File: src/rtl/gainctl_lockreg_pkg.sv
package gainctl_lockreg_pkg;

    localparam int DATA_W  = 16;
    localparam int LANE_W  = 8;
    localparam int N_LANES = DATA_W / LANE_W;

    localparam logic [DATA_W-1:0] DEFAULT_WORD = 16'h8868;
    localparam logic [DATA_W-1:0] RSVD_BITS    = 16'h4010;
    localparam logic [DATA_W-1:0] KEEP_MASK    = ~RSVD_BITS;

    typedef struct packed {
        logic       left_mute;
        logic       rsvd_hi;
        logic [5:0] left_level;
        logic       right_mute;
        logic       ramp_bypass;
        logic       swing_hi;
        logic       rsvd_lo;
        logic [3:0] mix_level;
    } ctl_word_t;

    typedef struct packed {
        logic lock_all;
        logic lock_hi;
    } lock_t;

    function automatic logic [DATA_W-1:0] scrub(input logic [DATA_W-1:0] d);
        return d & KEEP_MASK;
    endfunction

endpackage

File: src/rtl/gainctl_lock_eval.sv
module gainctl_lock_eval
    import gainctl_lockreg_pkg::*;
(
    input  logic  ext_rst_n,
    input  logic  pwr_n,
    input  logic  pdn_all,
    input  logic  mix_en,
    input  logic  chan_en,
    output lock_t locks
);
    logic whole;

    always_comb begin
        whole          = !ext_rst_n || !pwr_n || pdn_all;
        locks.lock_all = whole;
        locks.lock_hi  = whole || !mix_en || !chan_en;
    end
endmodule

File: src/rtl/gainctl_byte_lane.sv
module gainctl_byte_lane #(
    parameter int              W    = 8,
    parameter logic [W-1:0]    DEF  = '0,
    parameter logic [W-1:0]    KEEP = '1
) (
    input  logic         clk,
    input  logic         rst,
    input  logic         lock,
    input  logic         wr_en,
    input  logic [W-1:0] wdata,
    output logic [W-1:0] rd
);
    logic [W-1:0] q;

    always_ff @(posedge clk) begin
        if (rst || lock) begin
            q <= DEF;
        end else if (wr_en) begin
            q <= wdata & KEEP;
        end
    end

    // locked bits read as default in the cycle the lock appears
    always_comb rd = lock ? DEF : q;
endmodule

File: src/rtl/gainctl_field_decode.sv
module gainctl_field_decode
    import gainctl_lockreg_pkg::*;
(
    input  logic [DATA_W-1:0] word,
    output logic              left_mute,
    output logic [5:0]        left_level,
    output logic              right_mute,
    output logic              ramp_bypass,
    output logic              swing_hi,
    output logic [3:0]        mix_level
);
    ctl_word_t f;

    always_comb begin
        f           = ctl_word_t'(word);
        left_mute   = f.left_mute;
        left_level  = f.left_level;
        right_mute  = f.right_mute;
        ramp_bypass = f.ramp_bypass;
        swing_hi    = f.swing_hi;
        mix_level   = f.mix_level;
    end
endmodule

File: src/rtl/gainctl_lockreg.sv
module gainctl_lockreg
    import gainctl_lockreg_pkg::*;
#(
    parameter int HI_LOCK_LANES = 1
) (
    input  logic              clk,
    input  logic              rst,
    input  logic              ext_rst_n,
    input  logic              pwr_n,
    input  logic              pdn_all,
    input  logic              mix_en,
    input  logic              chan_en,
    input  logic              wr_en,
    input  logic [DATA_W-1:0] wdata,
    output logic [DATA_W-1:0] rdata,
    output logic              left_mute,
    output logic [5:0]        left_level,
    output logic              right_mute,
    output logic              ramp_bypass,
    output logic              swing_hi,
    output logic [3:0]        mix_level
);
    localparam int FIRST_HI = N_LANES - HI_LOCK_LANES;

    lock_t             locks;
    logic [DATA_W-1:0] wclean;

    gainctl_lock_eval u_lock (
        .ext_rst_n (ext_rst_n),
        .pwr_n     (pwr_n),
        .pdn_all   (pdn_all),
        .mix_en    (mix_en),
        .chan_en   (chan_en),
        .locks     (locks)
    );

    always_comb wclean = scrub(wdata);

    for (genvar i = 0; i < N_LANES; i++) begin : g_lane
        logic lane_lock;
        if (i >= FIRST_HI) begin : g_hi
            always_comb lane_lock = locks.lock_hi;
        end else begin : g_lo
            always_comb lane_lock = locks.lock_all;
        end

        gainctl_byte_lane #(
            .W    (LANE_W),
            .DEF  (DEFAULT_WORD[i*LANE_W +: LANE_W]),
            .KEEP (KEEP_MASK[i*LANE_W +: LANE_W])
        ) u_lane (
            .clk   (clk),
            .rst   (rst),
            .lock  (lane_lock),
            .wr_en (wr_en),
            .wdata (wclean[i*LANE_W +: LANE_W]),
            .rd    (rdata[i*LANE_W +: LANE_W])
        );
    end

    gainctl_field_decode u_dec (
        .word        (rdata),
        .left_mute   (left_mute),
        .left_level  (left_level),
        .right_mute  (right_mute),
        .ramp_bypass (ramp_bypass),
        .swing_hi    (swing_hi),
        .mix_level   (mix_level)
    );
endmodule

File: config.mk
export PLATFORM = sky130hd
export DESIGN_NAME = gainctl_lockreg
export DESIGN_NICKNAME = d
export VERILOG_FILES = /design/src/rtl/gainctl_lockreg_pkg.sv /design/src/rtl/gainctl_lock_eval.sv /design/src/rtl/gainctl_byte_lane.sv /design/src/rtl/gainctl_field_decode.sv /design/src/rtl/gainctl_lockreg.sv
export SDC_FILE = /design/constraint.sdc
export NUM_CORES = 1
export LEC_CHECK = 0
export BUFFER_PORTS_ARGS = -buffer_cell sky130_fd_sc_hd__buf_2
export CORE_ASPECT_RATIO = 0.7
export CORE_MARGIN = 5
export CORE_UTILIZATION = 44
export DETAILED_ROUTE_END_ITERATION = 6
export PLACE_DENSITY = 0.9
export REMOVE_ABC_BUFFERS = 1
export SLEW_MARGIN = 20
export SYNTH_ARGS = -nofsm -noshare
export SYNTH_HDL_FRONTEND = slang
export SYNTH_SLANG_ARGS = --single-unit
File: constraint.sdc
create_clock -name clk -period 1.4 [get_ports clk]
set_input_delay 0.07 -clock clk [delete_from_list [all_inputs] [get_ports clk]]
set_output_delay 0.07 -clock clk [all_outputs]
set_load 0.01 [all_outputs]
==> results.md <==
- Synth Flop Type: dfxtp_1
- Critical Path Start: g_lane[1].u_lane.q[7]$_SDFFE_PP1P_
- Count leader, synth: buf_4
- Synth warn: 0
- Cells after Synth: 91
- Min Tclk post-route: 1.20 ns
- Skew final: 0 ns
- Post_cts resized: 0
- Total grt overflow: 0
- Seq/Total Area, Yosys: 33.3%
- I/O Pins: 54
- Crit path launch type: flop
- Tightest Hold Check Type: input pin to flop
- GPL Wtd Cong: 0.636
- Max VDD drop: 0.494 mV
- First-pass GRT wire length: 3090 um
- Core Region: 0.00184 mm2
- Clk_lat worst skew: 0.27 ns
- Cell Area, Synth: 841 um2
- Commonest cells in the netlist: buf_4 (17), dfxtp_1 (14), mux2i_1 (14)
- Sw Ratio: 22.4%
- Total Routing Usage GR: 13.5%
- Critical Path AT: 1.37 ns
- Top flop regs: g_lane.u_lane.q (14)
- Final worst-path cycle share: 85.9%
- Hold_sp: wdata[6]
- Die area: 0.00290 mm2
- Layout cell share with drive strength beyond 1: 49.6%
- Sequential share of power: 51.2%
- Largest net degree at the start of global routing: 15
- Uppermost layer routed: met3
- Comb power frac: 12.7%
- Max Cap Viol: 0
- Post-synth EDFFs: 0
- Average size of a mapped cell: 9.24 um2
- Total number of vias: 699
- Cell variety after synth: 19
- Synth top area share: 33.3%
- Vias in the first global route: 727
- CP Capture Type: flop
- WHS: 0.0110 ns
- # rows: 13
- Int Pwr: 0.609 mW
- Outcome: completed
- Peak Freq: 831 MHz
- Async set-reset flop share out of synthesis: 0%
- Clock tree buffer depth: 2
- Worst hold endpoint: g_lane[0].u_lane.q[6]$_SDFFE_PP1P_
- Final hold vios: 0
- Die Span X: 62.3 um
- Worst r2r src: g_lane[1].u_lane.q[7]$_SDFFE_PP1P_
- Routed wire length: 1870 um
- Max FFs per register: 14
- RSZ-0062 raised after global routing: no
- H-tree depth: 1
- Drt pass-1 iters: 4
- Initial antenna violation count: 0
- Static leakage power: 0.486 nW
- Worst Path Max Fanout: 2
- Area growth from synthesis to layout: 21.7%
- Reg with most FFs: g_lane.u_lane.q
- WL met2: 937 um
- Residual DRC: 0
- Fillers: 185
- Yosys top cell by area: dfxtp_1
- TritonCTS clock tree: yes
- Clock sink total: 14
- Reg-to-reg endpoint: g_lane[1].u_lane.q[7]$_SDFFE_PP1P_
- Root buf cell: clkbuf_4
- Wire length on met1: 739 um
- Ant diodes: 0
- Final slew viol count: 0
- Final Net Count: 154
- Die height: 46.6 um
- WL per Instance: 12.4 um
- WL met3: 193 um
- Hold depth: 3
- Hpwl dp: 1510 um
- Initial Util: 45.7%
- PwrDens: 766 mW/mm2
- Switching power: 0.175 mW
- Clk slew on worst S/H paths: 0.08 ns
- Final setup violation count: 0
- Initial DRC count: 23
- Reg2Reg Depth: 3
- Clk pwr share: 36.0%
- FF-to-FF setup slack: 0.20 ns
- Final setup TNS: 0 ns
- IO buf count: 49
- Crit Path Category: flop to flop
- Num CTS Buffers: 3
- Mean number of vias per cell: 4.63
- Seq cells post-synth: 14
- Antenna Nets Post-Route: 0
- CP required: 1.57 ns
- Synth area leaders: dfxtp_1 (33%), mux2i_1 (17%), buf_4 (15%)
worst max-delay path: stages (launching register included):
cell           delay [ns]
dfxtp_1              0.32
mux2i_1              0.12
nand4_1              0.10
dlygate4sd3_1        0.56
logic make-up (layout without fill, tap and decap cells):
| kind of cell | count (synthesis) | in the layout | synth area share (%) |
|---|---|---|---|
| simple gates | 32 | 32 | 24.7 |
| buf+inv | 30 | 67 | 24.8 |
| mux | 14 | 14 | 16.7 |
| flops | 14 | 14 | 33.3 |
| other cells | 1 | 2 | 0.446 |
worst max-delay path by stage:
| stage | end | depth (start not counted) |
|---|---|---|
| floorplan | left_level[0] | 2 |
| global placement | left_mute | 4 |
| detailed placement | left_level[3] | 4 |
| CTS | left_level[3] | 2 |
| global route | rdata[11] | 2 |
| finish | g_lane[1].u_lane.q[7]$_SDFFE_PP1P_ | 3 |
final cells by class:
cell class / instances / area, um2 / share of cell area [%]
inverters: 9 / 33.8 / 3.30
flip-flops and latches: 14 / 280 / 27.4
multi-input cells: 48 / 355 / 34.7
well taps: 22 / 27.5 / 2.69
clock buffers: 4 / 36.3 / 3.55
repair buffers: 54 / 290 / 28.4
cell usage in the layout, fill, tap and decap left out, types with 3 or more instances in the layout:
cell,n
mux2i_1,14
nor3_2,5
nand2_1,4
nor2_1,8
inv_1,9
buf_2,49
dlygate4sd3_1,3
clkbuf_4,3
nor3_1,5
dfxtp_1,14
per-stage QoR:
step	utilization, %	instance area, um2	total power, mW	worst slack (ns)	cells
6_report	55.7	1020	0.784	0.197	151
3_3_place_gp	52.1	957	0.503	0.413	144
5_1_grt	55.7	1020	0.827	0.137	151
2_1_floorplan	-	669	0.453	0.485	71
3_5_place_dp	52.1	957	0.507	0.396	144
4_1_cts	55.7	1020	0.800	0.194	151
metal layers:
metal / up-vias / track usage (%)
met5: - / 0
met3: 0 / 6.34
met4: 0 / 2.97
met2: 33 / 25.6
met1: 313 / 14.0
li1: 353 / -
what timing repair did:
| action | 4_1_cts | 5_1_grt |
|---|---|---|
| buffers inserted | 0 | 0 |
| hold endpoints to repair | 3 | 0 |
| hold buffers | 3 | 0 |
power groups by stage:
stage          Clock [mW]  Sequential [mW]  Combinational, mW
2_1_floorplan           0            0.411             0.0423
3_3_place_gp            0            0.411             0.0914
3_5_place_dp            0            0.411             0.0957
4_1_cts             0.298            0.402              0.100
5_1_grt             0.315            0.402              0.109
6_report            0.282            0.402             0.0998
Note: power is estimated with default switching activity, not from simulation.
